===== src/rtl/dbg_pkg.sv =====
package dbg_pkg;
  localparam int REG_W     = 8;
  localparam int BIT_DBG   = 7;
  localparam int BIT_BRKEN = 6;
  localparam int BIT_ACKEN = 5;
  localparam int BIT_RST   = 0;
  localparam int RSV_LO    = 1;
  localparam int RSV_HI    = 4;
  localparam int RSV_W     = RSV_HI - RSV_LO + 1;

  typedef struct packed {
    logic dbg;
    logic brken;
    logic acken;
    logic rst;
  } ctl_bits_t;

  function automatic logic [REG_W-1:0] pack_rd(input ctl_bits_t b);
    logic [REG_W-1:0] v;
    v            = '0;
    v[BIT_DBG]   = b.dbg;
    v[BIT_BRKEN] = b.brken;
    v[BIT_ACKEN] = b.acken;
    v[BIT_RST]   = b.rst;
    return v;
  endfunction
endpackage


===== src/rtl/dbg_brk_match.sv =====
module dbg_brk_match #(
  parameter int          OPC_W   = 8,
  parameter logic [7:0]  BRK_OPC = 8'h00
) (
  input  logic             dec_valid,
  input  logic [OPC_W-1:0] dec_opcode,
  input  logic             brken,
  output logic             brk_hit
);
  localparam logic [OPC_W-1:0] MATCH = OPC_W'(BRK_OPC);

  always_comb begin
    brk_hit = dec_valid && (dec_opcode == MATCH) && brken;
  end
endmodule


===== src/rtl/dbg_mode_flag.sv =====
module dbg_mode_flag (
  input  logic clk,
  input  logic rst,
  input  logic brk_hit,
  input  logic wr_en,
  input  logic wr_dbg,
  input  logic rdprot,
  output logic dbg_q,
  output logic restart_q
);
  logic dbg_d;

  always_comb begin
    dbg_d = dbg_q;
    if (wr_en) begin
      if (wr_dbg)
        dbg_d = 1'b1;
      else if (!rdprot)
        dbg_d = 1'b0;
    end
    if (brk_hit)
      dbg_d = 1'b1;
  end

  always_ff @(posedge clk) begin
    if (rst) begin
      dbg_q     <= 1'b0;
      restart_q <= 1'b0;
    end else begin
      dbg_q     <= dbg_d;
      restart_q <= dbg_q & ~dbg_d;
    end
  end
endmodule


===== src/rtl/dbg_rst_bit.sv =====
module dbg_rst_bit (
  input  logic clk,
  input  logic rst,
  input  logic wr_en,
  input  logic wr_rst,
  input  logic done,
  output logic req_q
);
  always_ff @(posedge clk) begin
    if (rst)
      req_q <= 1'b0;
    else if (done)
      req_q <= 1'b0;
    else if (wr_en && wr_rst)
      req_q <= 1'b1;
  end
endmodule


===== src/rtl/dbg_ctl_reg.sv =====
module dbg_ctl_reg
  import dbg_pkg::*;
#(
  parameter int         OPC_W    = 8,
  parameter logic [7:0] BRK_OPC  = 8'h00,
  parameter logic [7:0] ACK_CHAR = 8'hFF
) (
  input  logic             clk,
  input  logic             rst,
  input  logic             wr_en,
  input  logic [REG_W-1:0] wr_data,
  output logic [REG_W-1:0] rd_data,
  input  logic             dec_valid,
  input  logic [OPC_W-1:0] dec_opcode,
  input  logic             rdprot,
  input  logic             sys_rst_done,
  output logic             halt_fetch,
  output logic             cpu_restart,
  output logic             sys_rst_req,
  output logic             ack_req,
  output logic [7:0]       ack_char
);
  ctl_bits_t bits;
  logic      brken_q, acken_q, brk_hit;
  logic      dbg_q, restart_q, rstreq_q;
  logic      unused_rsv;

  assign unused_rsv = ^wr_data[RSV_HI:RSV_LO];

  dbg_brk_match #(.OPC_W(OPC_W), .BRK_OPC(BRK_OPC)) u_match (
    .dec_valid (dec_valid),
    .dec_opcode(dec_opcode),
    .brken     (brken_q),
    .brk_hit   (brk_hit)
  );

  dbg_mode_flag u_mode (
    .clk      (clk),
    .rst      (rst),
    .brk_hit  (brk_hit),
    .wr_en    (wr_en),
    .wr_dbg   (wr_data[BIT_DBG]),
    .rdprot   (rdprot),
    .dbg_q    (dbg_q),
    .restart_q(restart_q)
  );

  dbg_rst_bit u_rstb (
    .clk   (clk),
    .rst   (rst),
    .wr_en (wr_en),
    .wr_rst(wr_data[BIT_RST]),
    .done  (sys_rst_done),
    .req_q (rstreq_q)
  );

  always_ff @(posedge clk) begin
    if (rst) begin
      brken_q  <= 1'b0;
      acken_q  <= 1'b0;
      ack_req  <= 1'b0;
      ack_char <= '0;
    end else begin
      if (wr_en) begin
        brken_q <= wr_data[BIT_BRKEN];
        acken_q <= wr_data[BIT_ACKEN];
      end
      ack_req  <= brk_hit & acken_q;
      ack_char <= (brk_hit & acken_q) ? ACK_CHAR : '0;
    end
  end

  always_comb begin
    bits.dbg   = dbg_q;
    bits.brken = brken_q;
    bits.acken = acken_q;
    bits.rst   = rstreq_q;
  end

  assign rd_data     = pack_rd(bits);
  assign halt_fetch  = dbg_q;
  assign cpu_restart = restart_q;
  assign sys_rst_req = rstreq_q;
endmodule


===== config.mk =====
export PLATFORM = sky130hd
export DESIGN_NAME = dbg_ctl_reg
export DESIGN_NICKNAME = d
export VERILOG_FILES = /design/src/rtl/dbg_pkg.sv /design/src/rtl/dbg_brk_match.sv /design/src/rtl/dbg_mode_flag.sv /design/src/rtl/dbg_rst_bit.sv /design/src/rtl/dbg_ctl_reg.sv
export SDC_FILE = /design/constraint.sdc
export NUM_CORES = 1
export LEC_CHECK = 0
export BUFFER_PORTS_ARGS = -buffer_cell sky130_fd_sc_hd__buf_2
export CAP_MARGIN = 20
export CORE_AREA = 10 10 47 49
export CTS_BUF_LIST = sky130_fd_sc_hd__clkbuf_2 sky130_fd_sc_hd__clkbuf_4 sky130_fd_sc_hd__clkbuf_8
export CTS_CLUSTER_SIZE = 20
export DETAILED_ROUTE_END_ITERATION = 12
export DIE_AREA = 0 0 57 59
export PLACE_DENSITY = 0.64
export SETUP_SLACK_MARGIN = 0.4
export SLEW_MARGIN = 25
export SYNTH_ARGS = -nofsm -noshare
export SYNTH_HDL_FRONTEND = slang
export SYNTH_HIERARCHICAL = 1
export SYNTH_SLANG_ARGS = --single-unit

===== constraint.sdc =====
create_clock -name clk -period 1.5 [get_ports clk]
set_clock_uncertainty 0.15 [all_clocks]
set_input_delay 0.075 -clock clk [delete_from_list [all_inputs] [get_ports clk]]
set_output_delay 0.075 -clock clk [all_outputs]
set_load 0.05 [all_outputs]

==> reports/metrics.cfg, run 1 <==
[global_route]
grt_pass1_vias=388
grt_usage_pct=5.949
antenna_found_initial=0
grt_pass1_wl_mm=1.607
gr-total-overflow=0
grt_max_degree=10

[synthesis]
synth_area_leader_cell=dfxtp_1
synthXorXnorAreaFrac_pct=0
ys_warn_count=6
muxShareOfSynthArea_pct=5.461
avgSynthCellArea_sq_um=9.400
synth.most_common_cell=buf_4
synth_common_cells=buf_4 (16), dfxtp_1 (6), nor2_1 (4)
synth_top_area_share_pct=32.76
synthCells=39
synth-seq-cells=6
seq_area_frac_synth_pct=32.76
synth_fa_ha_area_share_pct=0
synth-simple-area-share_pct=21.50
mappedNetlistArea_sq_um=366.6
synth_cell_types=14
synthTopCellsByArea=dfxtp_1 (33%), buf_4 (33%), mux2i_1 (5.5%), a221oi_2 (4.1%), nor2_1 (4.1%)
async_reset_ff_share_pct=0
synth_top_family_by_area=buffers and inverters
synth_compound_area_share_pct=6.485
synth_edf_count=0
ys.flop_type=dfxtp_1

[floorplanning]
die_width_um=57
die_h_um=59
core_area_sq_um=1401
rows=14
ios=42
start_util_pct=26.16
die_area_sq_um=3363

[layout]
final_util_pct=40.80
fin_cells=81
syn_to_final_growth_pct=55.97
drive_above_1_share_pct=69.23
antenna_cells=0
nets=89

[clock_network]
clock-sinks=6
cts_buffer_depth=2
clk_pin_slew_ns=0.04
post_cts_buffers=0
cts_max_level=1
cts_tree=yes
cts_root_buf=clkbuf_4
holdBufCountCts=3
cts_buffers=3
insertion_delay_ns=0.24

[placed_design]
dp.cells=75
gp_congestion=0.6168
post-dp-hpwl_um=874.9
port-buffer-count=33

[worst_setup_path]
crit_family=simple AND/OR/NAND/NOR gates
worst_setup_path_start_kind=input port
cpPeakStageDelay_ns=0.53
cp_max_fo=3
cp_num_buf_inv=1
path_cells=buf_6, or4_4, nor4_4, nand2b_1, nor4_1
arrival_ns=1.17
endpoint_kind=register
cp.required_ns=1.47
worstSetupPathType=input port to register
cp_slowest_cell=or4_4

[power]
p_leak_nw=0.2872
powerDensity_nw_per_um2=751.6
max-vdd-ir-drop_mv=0.4218

[worst_hold_path]
hp-class=input port to register

[routing]
drt_iter0_markers=3
first_pass_iters=2
vias=329
antenna_left=0
viasPerCell=4.062
totalWireLength_mm=1.029
drc=0
drt-wirelength-per-cell_um=12.70

[sta]
fmax_mhz=831.2
rsz0062_at_grt=true
setup_viol=0
fin_crit_ns=1.203
slew_violations=0
finalHoldViolations=6
fin_crit_sh_pct=80.21
tns_ns=0
whs_ns=-0.07297

[status]
violations=hold timing
run_status=finished with violations

[job]
maxCapViolCount=0

## path summary, 6_finish.rpt
path / startpoint / endpoint / slack (ns) / depth (start not counted)
hold / removal: rst / u_rstb/req_q / -0.07 / 2
setup reg to reg: brken_q / u_mode/restart_q / 0.32 / 4
setup / recovery: dec_opcode[4] / u_mode/restart_q / 0.30 / 5
hold reg to reg: acken_q / ack_char[6] / 0.30 / 2
## final cells by class
cell class | count | area (sq um)
Timing Repair Buffer | 36 | 254.0
Fill cell | 148 | 829.5
Multi-Input combinational cell | 20 | 150.1
Tap cell | 16 | 20.02
Clock buffer | 3 | 22.52
Sequential cell | 6 | 125.1
## per-layer routing
layer | part of all wire, % | track usage (%) | routed length [um] | up-vias
li1 | - | - | - | 164
met1 | 31 | 4.091 | 319 | 145
met2 | 54 | 11.01 | 559 | 20
met5 | 0 | 0 | 0 | -
met4 | 0 | 3.020 | 0 | 0
met3 | 15 | 4.936 | 150 | 0
## power breakdown
part / switching [mW] / internal, mW
clock network: 0.0505 / 0.0900
registers: 0.00569 / 0.167
logic: 0.0753 / 0.0411
## repair_timing
item                                    4_1_cts  5_1_grt
gates resized for setup                      11       10
endpoints found under the setup margin       13       16
hold endpoints to repair                      6        6
pin swaps                                     4        1
## cells in the final DEF, fill, tap and decap left out, drive strengths merged
cell type     n
a221oi        1
conb          4
clkbuf        5
nor2          4
buf          31
nor4          2
nand2         1
a21oi         1
dlygate4sd3   3
or4           1
nand2b        2
dfxtp         6
nand4bb       1
nor3          1
mux2i         2
## cells by family (layout without fill, tap and decap cells)
group,count (synthesis),after routing
AO/OA/AOI/OAI,2,2
flip-flops,6,6
buffers and inverters,16,39
AND/OR/NAND/NOR,12,12
other,1,4
multiplexers,2,2
## metrics by stage
stage | setup slack [ns] | hold slack [ns] | instance area (sq um) | power, mW
finish | 0.2969 | -0.07297 | 571.8 | 0.4298
global route | 0.2381 | -0.06748 | 571.8 | 0.4526
CTS | 0.3071 | -0.08094 | 541.8 | 0.4356
detailed placement | 0.1179 | 0.08739 | 459.2 | 0.2813
global placement | 0.1325 | 0.08809 | 459.2 | 0.2794
floorplan | 0.2800 | -0.01340 | 394.1 | 0.2585
## flip-flops by register name, indices dropped and copies added, names as in the netlist
register and cells:
u_mode/dbg_q 1, ack_char 1, u_rstb/req_q 1, u_mode/restart_q 1, acken_q 1, brken_q 1
No activity file was read; power rests on OpenSTA's default activity.
==> run 2: changes to the inputs <==
==> constraint.sdc (replaced) <==
create_clock -name clk -period 1.2 [get_ports clk]
set_clock_uncertainty 0.15 [all_clocks]
set_input_delay 0.06 -clock clk [delete_from_list [all_inputs] [get_ports clk]]
set_output_delay 0.06 -clock clk [all_outputs]
set_load 0.05 [all_outputs]
==> run 2 against run 1 <==
The flow still finishes with violations (hold timing). Worst setup slack lost 0.26 ns. Power grew 44%. Critical path depth grew 1. Via count grew 14%. Critical endpoint is now u_mode/dbg_q. Largest cell class unchanged.
==> reports/metrics.cfg, run 2 (synthesized netlist as in run 1, its figures left out) <==
[status]
run_status=finished with violations
violations=hold timing

[job]
maxCapViolCount=0

[floorplanning]
die_h_um=59
start_util_pct=26.16
ios=42
core_area_sq_um=1401
rows=14
die_width_um=57
die_area_sq_um=3363

[worst_setup_path]
arrival_ns=1.19
worst_setup_path_start_kind=input port
cp.required_ns=1.22
worstSetupPathType=input port to register
cp_max_fo=2
endpoint_kind=register

[sta]
fin_crit_sh_pct=96.99
rsz0062_at_grt=true
fmax_mhz=859.2
finalHoldViolations=6
setup_viol=0
whs_ns=-0.1850
tns_ns=0
fin_ws_ns=0.03614
fin_crit_ns=1.164
slew_violations=0

[routing]
antenna_left=0
drt_iter0_markers=3
viasPerCell=4.322
drt-wirelength-per-cell_um=13.84
drc=0
vias=376
first_pass_iters=4
totalWireLength_mm=1.204

[layout]
fillCellCount=130
stdcell_area_sq_um=749.5
layout_commonest_cell=buf_2
syn_to_final_growth_pct=104.4
final_cell_mix=buf_2 (16), buf_8 (14), buf_6 (8)
antenna_cells=0
nets=94
drive_above_1_share_pct=81.69

[placed_design]
post-dp-hpwl_um=912.5
port-buffer-count=33
pre_cts_slack_ns=-0.1501
gp_congestion=0.6093
place_area_sq_um=466.7

[global_route]
grt_usage_pct=7.043
antenna_found_initial=0
grt_pass1_vias=433
gr-total-overflow=0
grt_max_degree=10
grt_pass1_wl_mm=1.911

[clock_network]
cts_buffer_depth=2
clk_pin_slew_ns=0.05
cts_buffers=3
insertion_delay_ns=0.24
cts_root_buf=clkbuf_4
cts_max_level=1
cts_tree=yes
clock-sinks=6

[power]
max-vdd-ir-drop_mv=0.4729
p_leak_nw=0.3531
combPwrFrac_pct=28.6
swShare_pct=30.87
clockPowerShare_pct=37.1
total_power_uw=616.9
internal_power_uw=426.4
seqPwrFrac_pct=34.3
switching_power_uw=190.4
powerDensity_nw_per_um2=823.1

[worst_hold_path]
hp-class=input port to register

-- run 2: changes by cell type in the layout (fill, tap and decap cells not counted), sizes merged --
| cell | before | now |
|---|---|---|
| buf | 31 | 41 |
| dlygate4sd3 | 3 | 0 |
| clkbuf | 5 | 4 |
-- run 2: final timing paths --
kind | startpoint | cells past startpoint | slack [ns] | to
setup / recovery | dec_opcode[0] | 6 | 0.04 | u_mode/dbg_q
hold / removal | sys_rst_done | 2 | -0.19 | u_rstb/req_q
setup reg to reg | brken_q | 5 | 0.06 | u_mode/dbg_q
hold reg to reg | acken_q | 3 | 0.41 | ack_char[6]
-- run 2: critical path: stages --
cell	delay [ns]
buf_2	0.10
or4_4	0.51
nor4_4	0.22
buf_4	0.16
a221oi_2	0.03
nor2_1	0.09
-- run 2: area by class of cell --
cell class	count	area, sq um	share of cell area [%]
timing repair buffer	41	402.9	53.76
multi-input combinational	20	158.9	21.20
sequential	6	137.6	18.36
clock buffer	4	30.03	4.007
tap	16	20.02	2.671
-- run 2: repair_timing --
item / CTS / global route
buffers inserted: 7 / 1
endpoints found under the hold margin: 6 / 6
pin swaps: 5 / 3
resized for setup: 48 / 11
endpoints found under the setup margin: 19 / 22
-- run 2: power groups by stage --
stage / clock, mW / sequential, mW / combinational (mW)
after floorplan: 0 / 0.226 / 0.0948
after global placement: 0 / 0.213 / 0.132
after detailed placement: 0 / 0.214 / 0.133
after CTS: 0.236 / 0.211 / 0.172
after global routing: 0.257 / 0.212 / 0.185
final: 0.229 / 0.212 / 0.176
-- run 2: layer usage --
metal | track usage (%) | share of wire (%) | up-vias
met1 | 5.435 | 32 | 166
met4 | 3.020 | 0.33 | 0
met3 | 6.438 | 18 | 2
li1 | - | - | 176
met5 | 0 | 0 | -
met2 | 12.09 | 50 | 32
-- run 2: through the flow --
stage	cells	util (%)	hold slack (ns)
floorplan	42	-	-0.03030
global placement	75	33.30	0.06835
detailed placement	75	33.30	0.06887
CTS	86	50.09	-0.1932
global route	87	53.48	-0.1949
finish	87	53.48	-0.1850
==> run 3: changes to the inputs <==
--- a/config.mk
+++ b/config.mk
@@ -12,6 +12,7 @@
 export CTS_CLUSTER_SIZE = 20
 export DETAILED_ROUTE_END_ITERATION = 12
 export DIE_AREA = 0 0 57 59
+export MAX_ROUTING_LAYER = met4
 export PLACE_DENSITY = 0.64
 export SETUP_SLACK_MARGIN = 0.4
 export SLEW_MARGIN = 25
==> run 3 against run 2 <==
The flow still finishes with violations (hold timing). Sequential power about the same. Non-clock buffer count unchanged. Sequential cell count unchanged. Worst setup slack got worse by 0.0034 ns. Global-route usage increased by 0.20 points. Final area unchanged. Register-to-register slack about the same. Power about the same. First-iteration DRC count increased by 100%. Cell count unchanged. Largest cell class unchanged.
==> reports/metrics.cfg, run 3 (synthesized netlist as in run 1, its figures left out) <==
[layout]
final_cell_mix=buf_2 (16), buf_8 (14), buf_6 (8)
drive_above_1_share_pct=81.69
nets=94
fin_cells=87
layout_commonest_cell=buf_2
syn_to_final_growth_pct=104.4
antenna_cells=0
final_util_pct=53.48

[routing]
drc=0
viasPerCell=4.230
totalWireLength_mm=1.199
drt_iter0_markers=6
first_pass_iters=4
vias=368
antenna_left=0
drt-wirelength-per-cell_um=13.78

[status]
run_status=finished with violations
violations=hold timing

[floorplanning]
rows=14
die_h_um=59
core_area_sq_um=1401
start_util_pct=26.16
die_width_um=57
die_area_sq_um=3363
ios=42

[clock_network]
clk_pin_slew_ns=0.05
insertion_delay_ns=0.24
cts_buffer_depth=2
cts_root_buf=clkbuf_4
cts_buffers=3
cts_tree=yes
clock-sinks=6
cts_max_level=1

[worst_setup_path]
cpPeakStageDelay_ns=0.51
crit_start=dec_opcode[0]
cp.required_ns=1.22
endpoint_kind=register
cp_max_fo=2
rrSetupSlack_ns=0.05
r2r_cells=5
path_cells=buf_2, or4_4, nor4_4, buf_4, a221oi_2, nor2_1
worstSetupPathType=input port to register
crit_family=simple AND/OR/NAND/NOR gates
cp_num_buf_inv=2
worst_setup_path_start_kind=input port
cp_slowest_cell=or4_4
arrival_ns=1.19
r2r_end=u_mode/dbg_q
reg2reg_from=brken_q

[sta]
slew_violations=0
finalHoldViolations=6
whs_ns=-0.1842
fin_crit_sh_pct=97.27
fmax_mhz=856.7
fin_crit_ns=1.167
rsz0062_at_grt=true
setup_viol=0

[worst_hold_path]
worstHoldStart=sys_rst_done
hp-class=input port to register
worstHoldPathCells=2
whs_endpoint=u_rstb/req_q

[placed_design]
port-buffer-count=33
dp.cells=75
gp_congestion=0.6135
post-dp-hpwl_um=912.5

[job]
maxCapViolCount=0

[power]
powerDensity_nw_per_um2=822.6
max-vdd-ir-drop_mv=0.4729
p_leak_nw=0.3531

[global_route]
grt_max_degree=10
gr-total-overflow=0
grt_pass1_wl_mm=1.911
grt_usage_pct=7.242
grt_pass1_vias=433
antenna_found_initial=0

run 3: cell counts in the layout (fill, tap and decap cells not counted):
No cell type changed its count.
run 3: stage by stage:
stage	instance area, sq um	hold slack, ns	total power [mW]	setup slack (ns)	setup TNS [ns]
5_1_grt	749.5	-0.1948	0.6542	-0.04042	-0.04042
6_report	749.5	-0.1842	0.6165	0.03273	0
2_1_floorplan	469.2	-0.03030	0.3204	-0.003315	-0.003315
3_3_place_gp	466.7	0.06835	0.3448	-0.1288	-0.2437
3_5_place_dp	466.7	0.06887	0.3474	-0.1501	-0.2971
4_1_cts	701.9	-0.1932	0.6190	0.04298	0
run 3: repair_timing:
action,CTS,global route
pin swaps,5,3
hold endpoints to repair,6,6
setup endpoints to repair,19,22
resized for setup,48,11
setup buffers,7,1
run 3: final cells by class:
cell class / instances / area [sq um]
Sequential cell: 6 / 137.6
Clock buffer: 4 / 30.03
Timing Repair Buffer: 41 / 402.9
Multi-Input combinational cell: 20 / 158.9
Tap cell: 16 / 20.02
Fill cell: 130 / 651.9
run 3: where the power goes:
part | switching (mW) | internal [mW] | total (mW) | leakage (nW)
logic | 0.102 | 0.0748 | 0.177 | 0.282
clock network | 0.0793 | 0.149 | 0.228 | 0.0184
registers | 0.00892 | 0.203 | 0.212 | 0.0528
total | 0.190 | 0.426 | 0.617 | 0.353
run 3: worst max-delay path by stage:
stage,endpoint,slack [ns],depth (start not counted)
2_1_floorplan,u_mode/restart_q,-0.003,4
5_1_grt,u_mode/dbg_q,-0.04,5
4_1_cts,u_mode/dbg_q,0.04,6
6_report,u_mode/dbg_q,0.03,6
3_5_place_dp,u_mode/restart_q,-0.15,5
3_3_place_gp,u_mode/restart_q,-0.13,5
run 3: per-layer routing:
layer	vias to the layer above	global-route usage [%]	wire (um)
met5	-	-	0
li1	176	-	-
met2	24	12.09	603
met3	0	3.863	118
met1	168	6.884	477
met4	0	3.020	0
run 3: worst register-to-register path, stage by stage, from the launching register on:
cell       delay (ns)
dfxtp_2          0.33
nand4bb_1        0.15
nor4_4           0.17
buf_4            0.16
a221oi_2         0.03
nor2_1           0.09
